===== config.mk =====
export PLATFORM = sky130hd
export DESIGN_NAME = ipc_mailbox
export DESIGN_NICKNAME = d
export VERILOG_FILES = /design/src/rtl/mbox_pkg.sv /design/src/rtl/mbox_queue.sv /design/src/rtl/mbox_user_bank.sv /design/src/rtl/ipc_mailbox.sv
export SDC_FILE = /design/constraint.sdc
export NUM_CORES = 1
export LEC_CHECK = 0
export CORE_ASPECT_RATIO = 0.8
export CORE_MARGIN = 3
export CORE_UTILIZATION = 30
export DETAILED_ROUTE_END_ITERATION = 12
export GPL_TIMING_DRIVEN = 1
export PLACE_DENSITY_LB_ADDON = 0.12
export SLEW_MARGIN = 0
export SYNTH_ARGS = -nofsm -noshare
export SYNTH_HDL_FRONTEND = slang
export SYNTH_SLANG_ARGS = --single-unit

===== constraint.sdc =====
create_clock -name clk -period 5.6 [get_ports clk]
set_input_delay 1.12 -clock clk [delete_from_list [all_inputs] [get_ports clk]]
set_output_delay 1.12 -clock clk [all_outputs]
set_load 0.01 [all_outputs]

===== src/rtl/mbox_pkg.sv =====
package mbox_pkg;

  localparam int unsigned REV_OFS    = 'h000;
  localparam int unsigned MSG_BASE   = 'h040;
  localparam int unsigned FULL_BASE  = 'h080;
  localparam int unsigned CNT_BASE   = 'h0C0;
  localparam int unsigned USR_BASE   = 'h104;
  localparam int unsigned USR_STRIDE = 'h010;

  typedef enum logic [1:0] {
    UREG_STAT  = 2'd0,
    UREG_EN    = 2'd1,
    UREG_ENCLR = 2'd2
  } ureg_e;

  function automatic int unsigned msg_ofs(int unsigned m);
    return MSG_BASE + 4 * m;
  endfunction

  function automatic int unsigned full_ofs(int unsigned m);
    return FULL_BASE + 4 * m;
  endfunction

  function automatic int unsigned cnt_ofs(int unsigned m);
    return CNT_BASE + 4 * m;
  endfunction

  function automatic int unsigned usr_ofs(int unsigned u, ureg_e k);
    return USR_BASE + USR_STRIDE * u + 4 * 32'(k);
  endfunction

  function automatic int unsigned newmsg_bit(int unsigned m);
    return 2 * m;
  endfunction

  function automatic int unsigned notfull_bit(int unsigned m);
    return 2 * m + 1;
  endfunction

  function automatic int unsigned ring_next(int unsigned p, int unsigned depth);
    return (p + 1 == depth) ? 0 : p + 1;
  endfunction

endpackage


===== src/rtl/mbox_queue.sv =====
module mbox_queue #(
  parameter int DW    = 32,
  parameter int DEPTH = 4,
  parameter int CW    = $clog2(DEPTH + 1)
) (
  input  logic          clk,
  input  logic          rst_n,
  input  logic          push_i,
  input  logic          pop_i,
  input  logic [DW-1:0] wdata_i,
  output logic [DW-1:0] head_o,
  output logic [CW-1:0] count_o,
  output logic          full_o,
  output logic          empty_o,
  output logic          push_ok_o,
  output logic          pop_from_full_o
);
  import mbox_pkg::*;

  localparam int PW = (DEPTH > 1) ? $clog2(DEPTH) : 1;

  logic [DW-1:0] mem [DEPTH];
  logic [PW-1:0] wr_ptr, rd_ptr;
  logic [CW-1:0] count;
  logic          pop_ok;

  assign full_o          = (count == CW'(DEPTH));
  assign empty_o         = (count == '0);
  assign push_ok_o       = push_i & ~full_o;
  assign pop_ok          = pop_i & ~empty_o;
  assign pop_from_full_o = pop_ok & full_o;
  assign count_o         = count;
  assign head_o          = empty_o ? '0 : mem[rd_ptr];

  always_ff @(posedge clk) begin
    if (push_ok_o) mem[wr_ptr] <= wdata_i;
  end

  always_ff @(posedge clk) begin
    if (!rst_n) begin
      wr_ptr <= '0;
      rd_ptr <= '0;
      count  <= '0;
    end else begin
      if (push_ok_o) wr_ptr <= PW'(ring_next(32'(wr_ptr), DEPTH));
      if (pop_ok)    rd_ptr <= PW'(ring_next(32'(rd_ptr), DEPTH));
      case ({push_ok_o, pop_ok})
        2'b10:   count <= count + 1'b1;
        2'b01:   count <= count - 1'b1;
        default: count <= count;
      endcase
    end
  end


  depth_bound_chk: assert property (@(posedge clk) disable iff (!rst_n)
    count_o <= CW'(DEPTH));


  full_drop_chk: assert property (@(posedge clk) disable iff (!rst_n)
    (push_i && full_o && !pop_i) |=> $stable(count_o));


  empty_pop_chk: assert property (@(posedge clk) disable iff (!rst_n)
    (pop_i && empty_o && !push_i) |=> empty_o);

endmodule


===== src/rtl/mbox_user_bank.sv =====
module mbox_user_bank #(
  parameter int NE = 8
) (
  input  logic          clk,
  input  logic          rst_n,
  input  logic [NE-1:0] pulse_i,
  input  logic [NE-1:0] level_i,
  input  logic          stat_wr_i,
  input  logic          en_wr_i,
  input  logic          enclr_wr_i,
  input  logic [NE-1:0] wdata_i,
  output logic [NE-1:0] stat_o,
  output logic [NE-1:0] en_o,
  output logic          irq_o
);

  logic [NE-1:0] stat_q, en_q, clr_mask, set_mask;

  assign clr_mask = stat_wr_i ? wdata_i : '0;
  assign set_mask = pulse_i | (level_i & ~clr_mask);

  always_ff @(posedge clk) begin
    if (!rst_n) begin
      stat_q <= '0;
      en_q   <= '0;
    end else begin
      stat_q <= (stat_q & ~clr_mask) | set_mask;
      if (en_wr_i)         en_q <= en_q | wdata_i;
      else if (enclr_wr_i) en_q <= en_q & ~wdata_i;
    end
  end

  assign stat_o = stat_q;
  assign en_o   = en_q;
  assign irq_o  = |(stat_q & en_q);


  en_set_chk: assert property (@(posedge clk) disable iff (!rst_n)
    en_wr_i |=> ((en_o & $past(wdata_i)) == $past(wdata_i)));


  en_clr_chk: assert property (@(posedge clk) disable iff (!rst_n)
    (enclr_wr_i && !en_wr_i) |=> ((en_o & $past(wdata_i)) == '0));


  w1c_zero_keep_chk: assert property (@(posedge clk) disable iff (!rst_n)
    stat_wr_i |=> (((stat_o ^ $past(stat_o)) & ~$past(wdata_i)
                    & ~$past(pulse_i | level_i)) == '0));

endmodule


===== src/rtl/ipc_mailbox.sv =====
module ipc_mailbox #(
  parameter int          NUM_Q     = 4,
  parameter int          Q_DEPTH   = 4,
  parameter int          NUM_USERS = 3,
  parameter int          DW        = 32,
  parameter int          AW        = 9,
  parameter logic [31:0] REV_ID    = 32'h0000_0210
) (
  input  logic                 clk,
  input  logic                 rst_n,
  input  logic [AW-1:0]        bus_addr,
  input  logic                 bus_wr,
  input  logic                 bus_rd,
  input  logic [DW-1:0]        bus_wdata,
  output logic [DW-1:0]        bus_rdata,
  output logic [NUM_USERS-1:0] irq
);
  import mbox_pkg::*;

  localparam int NE = 2 * NUM_Q;
  localparam int CW = $clog2(Q_DEPTH + 1);

  logic [NUM_Q-1:0] msg_hit, full_hit, cnt_hit;
  logic [NUM_Q-1:0] qpush, qpop, qfull, qempty, qpush_ok, qpff;
  logic [DW-1:0]    qhead [NUM_Q];
  logic [CW-1:0]    qcnt  [NUM_Q];

  logic [NUM_USERS-1:0] st_hit, en_hit, enclr_hit;
  logic [NE-1:0]        ust [NUM_USERS];
  logic [NE-1:0]        uen [NUM_USERS];
  logic [NE-1:0]        evt_pulse, evt_level;

  for (genvar m = 0; m < NUM_Q; m++) begin : g_q
    assign msg_hit[m]  = (32'(bus_addr) == msg_ofs(m));
    assign full_hit[m] = (32'(bus_addr) == full_ofs(m));
    assign cnt_hit[m]  = (32'(bus_addr) == cnt_ofs(m));
    assign qpush[m]    = bus_wr & msg_hit[m];
    assign qpop[m]     = bus_rd & msg_hit[m];

    mbox_queue #(.DW(DW), .DEPTH(Q_DEPTH), .CW(CW)) u_queue (
      .clk             (clk),
      .rst_n           (rst_n),
      .push_i          (qpush[m]),
      .pop_i           (qpop[m]),
      .wdata_i         (bus_wdata),
      .head_o          (qhead[m]),
      .count_o         (qcnt[m]),
      .full_o          (qfull[m]),
      .empty_o         (qempty[m]),
      .push_ok_o       (qpush_ok[m]),
      .pop_from_full_o (qpff[m])
    );
  end

  always_comb begin
    evt_pulse = '0;
    evt_level = '0;
    for (int m = 0; m < NUM_Q; m++) begin
      evt_pulse[2*m]   = qpush_ok[m];
      evt_pulse[2*m+1] = qpff[m];
      evt_level[2*m]   = ~qempty[m];
    end
  end

  for (genvar u = 0; u < NUM_USERS; u++) begin : g_usr
    assign st_hit[u]    = (32'(bus_addr) == usr_ofs(u, UREG_STAT));
    assign en_hit[u]    = (32'(bus_addr) == usr_ofs(u, UREG_EN));
    assign enclr_hit[u] = (32'(bus_addr) == usr_ofs(u, UREG_ENCLR));

    mbox_user_bank #(.NE(NE)) u_bank (
      .clk        (clk),
      .rst_n      (rst_n),
      .pulse_i    (evt_pulse),
      .level_i    (evt_level),
      .stat_wr_i  (bus_wr & st_hit[u]),
      .en_wr_i    (bus_wr & en_hit[u]),
      .enclr_wr_i (bus_wr & enclr_hit[u]),
      .wdata_i    (bus_wdata[NE-1:0]),
      .stat_o     (ust[u]),
      .en_o       (uen[u]),
      .irq_o      (irq[u])
    );
  end

  always_comb begin
    bus_rdata = '0;
    if (32'(bus_addr) == REV_OFS) bus_rdata = DW'(REV_ID);
    for (int m = 0; m < NUM_Q; m++) begin
      if (msg_hit[m])  bus_rdata = qhead[m];
      if (full_hit[m]) bus_rdata = DW'(qfull[m]);
      if (cnt_hit[m])  bus_rdata = DW'(qcnt[m]);
    end
    for (int u = 0; u < NUM_USERS; u++) begin
      if (st_hit[u])                bus_rdata = DW'(ust[u]);
      if (en_hit[u] | enclr_hit[u]) bus_rdata = DW'(uen[u]);
    end
  end

  for (genvar m = 0; m < NUM_Q; m++) begin : g_chk_q
    localparam int NB = 2 * m;
    localparam int FB = 2 * m + 1;
    for (genvar u = 0; u < NUM_USERS; u++) begin : g_chk_u

      notfull_evt_chk: assert property (@(posedge clk) disable iff (!rst_n)
        qpff[m] |=> ust[u][FB]);


      newmsg_level_chk: assert property (@(posedge clk) disable iff (!rst_n)
        (!qempty[m] && !(bus_wr && st_hit[u] && bus_wdata[NB])) |=> ust[u][NB]);
    end
  end

endmodule


==> After elaboration in Yosys (flattened, before gate mapping) <==
Memories as Yosys holds them, arrays and structs flattened. A register that Yosys moved wholly into a read port is not among the register bits.
Cells that the tools add are included.
{ "word_totals": {"regBits": 76, "ramBits": 512, "input_bits": 45, "output_inout_bits": 35, "word_cells": 219, "mem_count": 4} }
{ "classes": {"add_sub_neg": 16, "eq_ne": 41, "n_mux": 60, "n_bitwise": 65, "reduce_logical": 15} }
{ "mem_list": {"columns": ["memory", "depth", "width", "read_ports", "rd_ports_with_merged_regs", "wr", "line_no", "source"], "rows": [
  ["g_q[0].u_queue.mem", 4, 32, 1, 1, 1, "mbox_queue.sv:22", "logic [DW-1:0] mem [DEPTH];"],
  ["g_q[1].u_queue.mem", 4, 32, 1, 1, 1, "mbox_queue.sv:22", null],
  ["g_q[2].u_queue.mem", 4, 32, 1, 1, 1, "mbox_queue.sv:22", null],
  ["g_q[3].u_queue.mem", 4, 32, 1, 1, 1, "mbox_queue.sv:22", null]
]} }
{ "op_table": {"columns": ["operator", "n"], "rows": [
  ["$mux 32", 22],
  ["$eq 9x9->1 const B", 9],
  ["$and 8x8->8", 9],
  ["$eq 9x8->1 const B", 8],
  ["$mux 8", 9],
  ["$or 8x8->8", 9],
  ["$eq 3x3->1 const B", 12],
  ["$eq 9x7->1 const B", 4],
  ["$mux 2", 16],
  ["$not 8->8", 4],
  ["$and 1x1->1", 29],
  ["$add 2x1->3 const B", 8],
  ["$and 7x8->8", 3],
  ["$pmux 3 s2", 4],
  ["$reduce_or 8->1", 3],
  ["$reduce_bool 2->1", 7],
  ["$add 3x1->3 const B", 4],
  ["$logic_not 3->1", 4],
  ["$sub 3x1->3 const B", 4],
  ["$mux 10", 1],
  ["$logic_not 9->1", 1],
  ["$eq 2x1->1 const B", 4],
  ["$eq 2x2->1 const B", 4],
  ["$mux 1", 8],
  ["2 further kinds", 11]
]} }

==> Logic depth before layout (Yosys ltp) <==
Gate-level depths: netlist (run 1).
{ "depth": {"depth_word": 20, "depth_mapped": 14, "mapped_depth_nobuf": 11} }

==> Hierarchy <==
From an unflattened synthesis (run 1), not the netlist that was laid out.
{ "hier_totals": {"hier_cells": 1563, "hier_area_um2": 25743.4} }
{ "by_module_without_submodules": {"columns": ["module", "n_inst", "cells_per_inst", "area_each_um2", "seq_area_each_um2"], "rows": [
  ["mbox_queue", 4, 259, 5393.9, 4023.9],
  ["mbox_user_bank", 3, 65, 715.7, 320.3],
  ["ipc_mailbox", 1, 332, 2020.7, 0.0]
]} }

==> Least setup slack after synthesis (run 1) <==
OpenSTA, ideal clock, no wires.
{ "synth_path": {"path_kind": "input -> output", "startpoint": "input bus_addr[3]", "endpoint": "output bus_rdata[6]", "t_arrival_ps": 2666, "required_ps": 4480, "slack_ps": 1814, "path_stages": 8, "n_path_buf": 3, "cell_sequence": "buf_2 -> nor4_1 -> and4_1 -> clkbuf_1 -> buf_2 -> a32oi_1 -> and3_1 -> o22ai_1"} }
{ "synth_between": {"elab_chain_cells": 19, "word_cells_on_any_way": 42, "cone_classes": "eq/ne (21); mux (18); bitwise (3)"} }
{ "synth_rtl": {"columns": ["element", "line_no", "source"], "rows": [
  ["start, declared", "ipc_mailbox.sv:11", "input logic [AW-1:0] bus_addr,"],
  ["$eq 9x7->1", "ipc_mailbox.sv:34", "assign msg_hit[m] = (32'(bus_addr) == msg_ofs(m));"],
  ["$mux 32", "ipc_mailbox.sv:89", "if (msg_hit[m]) bus_rdata = qhead[m];"],
  ["$mux 32", "ipc_mailbox.sv:90", "if (full_hit[m]) bus_rdata = DW'(qfull[m]);"],
  ["$mux 32", "ipc_mailbox.sv:91", "if (cnt_hit[m]) bus_rdata = DW'(qcnt[m]);"],
  ["$mux 32", "ipc_mailbox.sv:89", null],
  ["$mux 32", "ipc_mailbox.sv:90", null],
  ["$mux 32", "ipc_mailbox.sv:91", null],
  ["$mux 32", "ipc_mailbox.sv:89", null],
  ["[3 not listed]", null, null],
  ["$mux 32", "ipc_mailbox.sv:90", null],
  ["$mux 32", "ipc_mailbox.sv:91", null],
  ["$mux 32", "ipc_mailbox.sv:94", "if (st_hit[u]) bus_rdata = DW'(ust[u]);"],
  ["$mux 32", "ipc_mailbox.sv:95", "if (en_hit[u] | enclr_hit[u]) bus_rdata = DW'(uen[u]);"],
  ["$mux 32", "ipc_mailbox.sv:94", null],
  ["$mux 32", "ipc_mailbox.sv:95", null],
  ["$mux 32", "ipc_mailbox.sv:94", null],
  ["$mux 32 (*)", "ipc_mailbox.sv:95", null],
  ["end, declared", "ipc_mailbox.sv:15", "output logic [DW-1:0] bus_rdata,"]
]} }
Every way passes the cells marked *; elsewhere a longest branch is shown, timed or not.

==> Worst setup path after layout (run 1) <==
{ "layout_path": {"startpoint": "input bus_addr[7]", "endpoint": "output bus_rdata[4]"} }
{ "layout_between": {"elab_chain_cells": 20, "word_cells_on_any_way": 44, "cone_classes": "eq/ne (21); mux (19); bitwise (3); reduce/logical (1)"} }
{ "layout_rtl": {"columns": ["element", "line_no", "source"], "rows": [
  ["$logic_not 9->1", "ipc_mailbox.sv:87", "if (32'(bus_addr) == REV_OFS) bus_rdata = DW'(REV_ID);"],
  ["$mux 10", "ipc_mailbox.sv:87", null],
  ["$mux 32", "ipc_mailbox.sv:89", null],
  ["$mux 32", "ipc_mailbox.sv:90", null],
  ["$mux 32", "ipc_mailbox.sv:91", null],
  ["$mux 32", "ipc_mailbox.sv:89", null],
  ["$mux 32", "ipc_mailbox.sv:90", null],
  ["$mux 32", "ipc_mailbox.sv:91", null],
  ["[4 not listed]", null, null],
  ["$mux 32", "ipc_mailbox.sv:90", null],
  ["$mux 32", "ipc_mailbox.sv:91", null],
  ["$mux 32", "ipc_mailbox.sv:94", null],
  ["$mux 32", "ipc_mailbox.sv:95", null],
  ["$mux 32", "ipc_mailbox.sv:94", null],
  ["$mux 32", "ipc_mailbox.sv:95", null],
  ["$mux 32", "ipc_mailbox.sv:94", null],
  ["$mux 32 (*)", "ipc_mailbox.sv:95", null]
]} }
Marks and branches as above.

==> results of run 1 <==
==> worst max-delay path by stage <==
stage,slack [ns],endpoint,cells past startpoint,startpoint
2_1_floorplan,1.81,bus_rdata[6],8,bus_addr[3]
3_3_place_gp,0.48,bus_rdata[6],8,bus_addr[7]
3_5_place_dp,0.47,bus_rdata[4],8,bus_addr[7]
4_1_cts,0.47,bus_rdata[0],7,bus_addr[7]
5_1_grt,0.36,bus_rdata[7],8,bus_addr[7]
6_report,0.47,bus_rdata[4],8,bus_addr[7]
==> worst max-delay path: cells and delay by family <==
| kind | cells | cell delay (ns) |
|---|---|---|
| AO/OA/AOI/OAI | 2 | 0.46 |
| AND/OR/NAND/NOR | 3 | 0.88 |
| buffers and inverters | 3 | 1.51 |
==> power breakdown <==
group	switching [mW]	total, mW	internal (mW)
combinational	0.112	0.155	0.0431
sequential	0.000696	4.81	4.81
clock	1.73	4.09	2.36
==> routing by layer <==
metal,GRT usage (%),vias to the layer above,part of all wire (%)
met3,2.71,98,5.7
li1,-,5736,-
met2,25.3,405,46
met5,0,-,0
met4,3.76,0,2.0
met1,23.2,6966,46
==> cells in the final DEF, fill, tap and decap left out, drive strengths merged, types with 12 or more instances in the layout <==
master,count
inv,34
clkdlybuf4s50,79
a21oi,81
mux4,128
nor2,40
edfxtp,512
buf,56
or3,12
clkbuf,79
and2,19
dfxtp,84
clkinv,21
nand2,93
o21ai,27
a311oi,23
nand3,15
ha,24
a22oi,82
==> state kept, by name (all words and copies together), names as in the netlist, named ones only <==
signal	cells
g_q.u_queue.mem	512
g_q.u_queue.wr_ptr	8
g_q.u_queue.count_o	12
g_q.u_queue.rd_ptr	8
g_usr.u_bank.stat_o	24
==> cell type report <==
cell class                      count  area, µm²  area share, %
Clock inverter                     29        329           1.17
Clock buffer                       79       1660           5.90
Timing Repair Buffer              135       1340           4.75
Tap cell                         1023       1280           4.55
Multi-Input combinational cell    650       6310           22.5
Inverter                           32        120          0.427
Sequential cell                   596      17100           60.7
==> cells by family (layout without fill, tap and decap cells) <==
logic type / count (synthesis) / count (layout) / share of synthesized area, %
AOI/OAI and AO/OA: 244 / 244 / 6.74
xor gates and xnor gates: 8 / 8 / 0.293
and+or+nand+nor: 232 / 232 / 5.14
adders and majority gates: 28 / 28 / 1.59
muxes: 138 / 138 / 12.5
DFF: 596 / 596 / 71.3
buffers and inverters: 124 / 275 / 2.42
==> metrics by stage <==
step	worst slack (ns)	power [mW]	cells	hold slack, ns	instance area (µm²)
2_1_floorplan	1.81	4.95	1370	0.446	23900
3_3_place_gp	0.485	5.06	2436	0.458	26100
3_5_place_dp	0.465	5.06	2436	0.468	26100
4_1_cts	0.472	9.18	2544	0.476	28100
5_1_grt	0.363	9.35	2544	0.498	28100
6_report	0.469	9.06	2544	0.476	28100
==> impl_metrics.toml, run 1 <==
[status]
status = "complete, no violations"

[floorplan]
dieHeight_um = 259
start_util_pct = 30.7
die-area_mm2 = 0.0831
io_pins = 80
core-area_mm2 = 0.0780
die_w_um = 322
fp-row-count = 91

[finish]
nets = 1548
drive_gt1_share_pct = 21.3
nFillCells = 7266
diodes = 0
syn_to_final_growth_pct = 17.6
utilization_pct = 36.0

[clock_tree]
cts_tree = "done"
cts_buffers = 60
clockBufferDepth = 3
postCtsSetupRepairBufs = 0
cts_root_buf = "clkbuf_16"
cts_htree_levels = 2
ctsHoldBuffers = 0
insertion_delay_ns = 0.64
cts.sinks = 596
clk_pin_slew_worst_paths_ns = 0.06
cts_resized = 0

[drt]
wirelength_um = 66900
wl_per_cell_um = 26.3
vias = 13205
drc = 0
viasPerCell = 5.19
firstDrtPassIters = 5
drtIter0Drc = 1191
ant_nets = 0

[setup_path]
slowest_stage = "clkdlybuf4s50_1"
path_common_cell = "clkdlybuf4s50_1"
worstReg2RegStart = "g_q[2].u_queue.count_o[2]$_SDFFE_PN0P_"
crit_required_ns = 4.48
r2r_slack_ns = 2.68
crit_path_start_kind = "input pin"
arrival_ns = 4.01
path_cells = "clkdlybuf4s50_1, nor4_4, and4_2, buf_12, nand2_1, a311o_1, o211ai_1, clkdlybuf4s50_1"
rr_worst_depth = 11
slowest_delay_ns = 0.65
cp_max_fo = 30
r2r_end = "g_q[2].u_queue.count_o[2]$_SDFFE_PN0P_"
crit_path_end_kind = "output port"
path_class = "in -> out"

[sta]
final_hold_viol_count = 0
finalSetupTns_ns = 0
layout_min_cycle_time_ns = 5.13
fmax_mhz = 195
post-route-period-util_pct = 91.6
rsz0062_at_grt = "no"
worstMarginPinSlew_ns = 1.22
max_slew_margin_pct = 18.7
skew_ns = 0.0256
drv_slew = 0
finalSetupViolCount = 0

[power_and_ir_drop]
p_leak_nw = 8.58
p_per_area_mw_per_mm2 = 322
peakVddDrop_mv = 0.233

[hold_path]
hold_class = "reg -> reg"
holdPathStages = 2
hp-start = "g_usr[1].u_bank.stat_o[5]$_SDFF_PN0_"
holdPathEnd = "g_usr[1].u_bank.stat_o[5]$_SDFF_PN0_"

[synth]
syn_area_mm2 = 0.0239
synth_top_area_cell = "edfxtp_1"
synth.distinct_cells = 64
ys.flop_type = "edfxtp_1"
async_flop_share_pct = 0
ys_seq_area_share_pct = 71.3
yosysMostFrequentCell = "edfxtp_1"
ys_ff_latch = 596
synth_nets = 1443
yosys-top-cells-area = "edfxtp_1 (64%), mux4_2 (12%), dfxtp_1 (7.0%)"
syn_area_per_cell_um2 = 17.5
synth_edf_count = 512
synth_commonest_cells = "edfxtp_1 (512), mux4_2 (128), nand2_1 (92)"
synth_top_area_share_pct = 64.3
syn_inst = 1370
yosys_warnings = 0

[global_routing]
grt_pass1_vias = 13161
grt_pass1_wl_um = 96600
grt_use_total_pct = 16.0
antenna_found_initial = 0
grt_max_degree = 63
gr-total-overflow = 0

[placed_design]
port-buffer-count = 79
gp_congestion = 0.871
dpl.hpwl_um = 42100

[job]
cap_violations = 0
Note: power is estimated with default switching activity, not from simulation.
==> run 2: changes to the inputs <==
Settings changed: DONT_BUFFER_PORTS set to 1, MAX_ROUTING_LAYER set to met4.
==> run 2 against run 1 <==
Effect of this change: non-clock buffer count is 101 lower; count of clock-buffer cells in the layout is 20 higher; critical path type unchanged; flip-flop and latch count unchanged; first-iteration DRC count up 7.1%.
==> impl_metrics.toml, run 2 (synthesized netlist as in run 1, its figures left out) <==
[floorplan]
fp-row-count = 91
core-area_mm2 = 0.0780
die-area_mm2 = 0.0831
io_pins = 80
dieHeight_um = 259
die_w_um = 322
start_util_pct = 30.7

[job]
cap_violations = 0

[clock_tree]
postCtsSetupRepairBufs = 0
cts_root_buf = "clkbuf_16"
clockBufferDepth = 3
insertion_delay_ns = 0.59
cts_buffers = 66
ctsHoldBuffers = 0
cts_resized = 0
clk_pin_slew_worst_paths_ns = 0.06
cts.sinks = 596
cts_htree_levels = 3
cts_tree = "done"

[finish]
nets = 1453
final_cell_mix = "edfxtp_1 (512), mux4_2 (128), nand2_1 (92)"
finalNonFillerCells = 2457
top_register = "g_q.u_queue.mem"
regArea_mm2 = 0.0171
largest_reg_flops = 512
drive_gt1_share_pct = 21.1
nFillCells = 7291
multiInputGateArea_mm2 = 0.00631
final_common_cell = "edfxtp_1"
design_area_mm2 = 0.0272
syn_to_final_growth_pct = 13.8

[global_routing]
grt_use_total_pct = 16.6
grt_max_degree = 77
gr-total-overflow = 0
grt_pass1_wl_um = 96600
grt_pass1_vias = 12999
antenna_found_initial = 0

[sta]
post-route-period-util_pct = 78.4
fmax_mhz = 228
skew_ns = 0.0188
layout_min_cycle_time_ns = 4.39
final_hold_viol_count = 0
drv_slew = 0
worstMarginPinSlew_ns = 1.07
hold_ws_ns = 0.477
finalSetupTns_ns = 0
rsz0062_at_grt = "no"
finalSetupViolCount = 0
max_slew_margin_pct = 28.6

[setup_path]
path_cells = "nor4_4, and2_1, and3_2, a22oi_1, a311o_1, o211ai_1"
crit_path_start_kind = "input pin"
r2r_slack_ns = 2.28
crit_path_end_kind = "output port"
cp_max_fo = 19
path_class = "in -> out"
crit_required_ns = 4.48
arrival_ns = 3.27
slowest_stage = "and3_2"
slowest_delay_ns = 0.72

[power_and_ir_drop]
peakVddDrop_mv = 0.202
p_leak_nw = 8.21
combPwrFrac_pct = 0.4
p_seq_share_pct = 52.7
clkPwrFrac_pct = 46.8
p_per_area_mw_per_mm2 = 335
p_int_mw = 7.31
switching_share_pct = 19.9
switchingPower_mw = 1.82

[drt]
wl_per_cell_um = 27.3
ant_nets = 0
drc = 0
vias = 12860
viasPerCell = 5.23
firstDrtPassIters = 7
wirelength_um = 67200
drtIter0Drc = 1276

[placed_design]
port-buffer-count = 0
gp_congestion = 0.836
dp.cells = 2335
dpl.hpwl_um = 41200
placed_area_mm2 = 0.0251

[hold_path]
hold_class = "reg -> reg"

[status]
status = "complete, no violations"
## run 2: changes by cell type in the layout (fill, tap and decap cells not counted), sizes merged
cell | previous run | this run
bufinv | 6 | 2
clkbuf | 79 | 99
clkinv | 21 | 18
clkdlybuf4s50 | 79 | 0
diode | 0 | 1
buf | 56 | 34
## run 2: final timing paths
kind                                                              from                                endpoint  cells after the start
worst max-delay path                                       bus_addr[8]                            bus_rdata[4]                      6
worst min-delay path             g_q[2].u_queue.rd_ptr[1]$_SDFFE_PN0P_                               flip-flop                      2
worst max register to register  g_q[1].u_queue.count_o[1]$_SDFFE_PN0P_  g_q[1].u_queue.count_o[2]$_SDFFE_PN0P_                     11
worst min register to register   g_q[2].u_queue.rd_ptr[1]$_SDFFE_PN0P_                               flip-flop                      2
## run 2: routing by layer
layer | vias to the layer above | global-route usage, % | wire, µm
li1 | 5552 | - | -
met1 | 6885 | 22.7 | 30600
met2 | 332 | 25.5 | 31300
met3 | 91 | 3.59 | 3910
met4 | 0 | 4.02 | 1340
met5 | - | - | 0
## run 2: stage by stage
step | worst slack, ns | utilization [%] | total power, mW
2_1_floorplan | 1.81 | - | 4.95
3_3_place_gp | 1.25 | 32.2 | 4.95
3_5_place_dp | 1.21 | 32.2 | 4.95
4_1_cts | 1.21 | 34.9 | 9.24
5_1_grt | 1.11 | 34.9 | 9.42
6_report | 1.21 | 34.9 | 9.13
## run 2: power by group through the flow
stage	combinational, mW	clock (mW)	sequential (mW)
after floorplan	0.0454	0	4.91
after CTS	0.0397	4.39	4.81
after global routing	0.0427	4.57	4.81
after detailed placement	0.0395	0	4.91
final	0.0399	4.28	4.81
after global placement	0.0398	0	4.91
## run 2: cell type report
| cell class | count | area share, % |
|---|---|---|
| repair buffers | 34 | 1.12 |
| multi-input cells | 650 | 23.2 |
| clock inverters | 22 | 0.740 |
| inverters | 32 | 0.441 |
| well taps | 1023 | 4.70 |
| clock buffers | 99 | 7.06 |
| diodes | 1 | 0.00919 |
| flip-flops and latches | 596 | 62.7 |
## run 2: critical path, delay by kind of cell
kind	cells	cell delay, ns
AO/OA/AOI/OAI	3	0.70
AND/OR/NAND/NOR	3	1.44
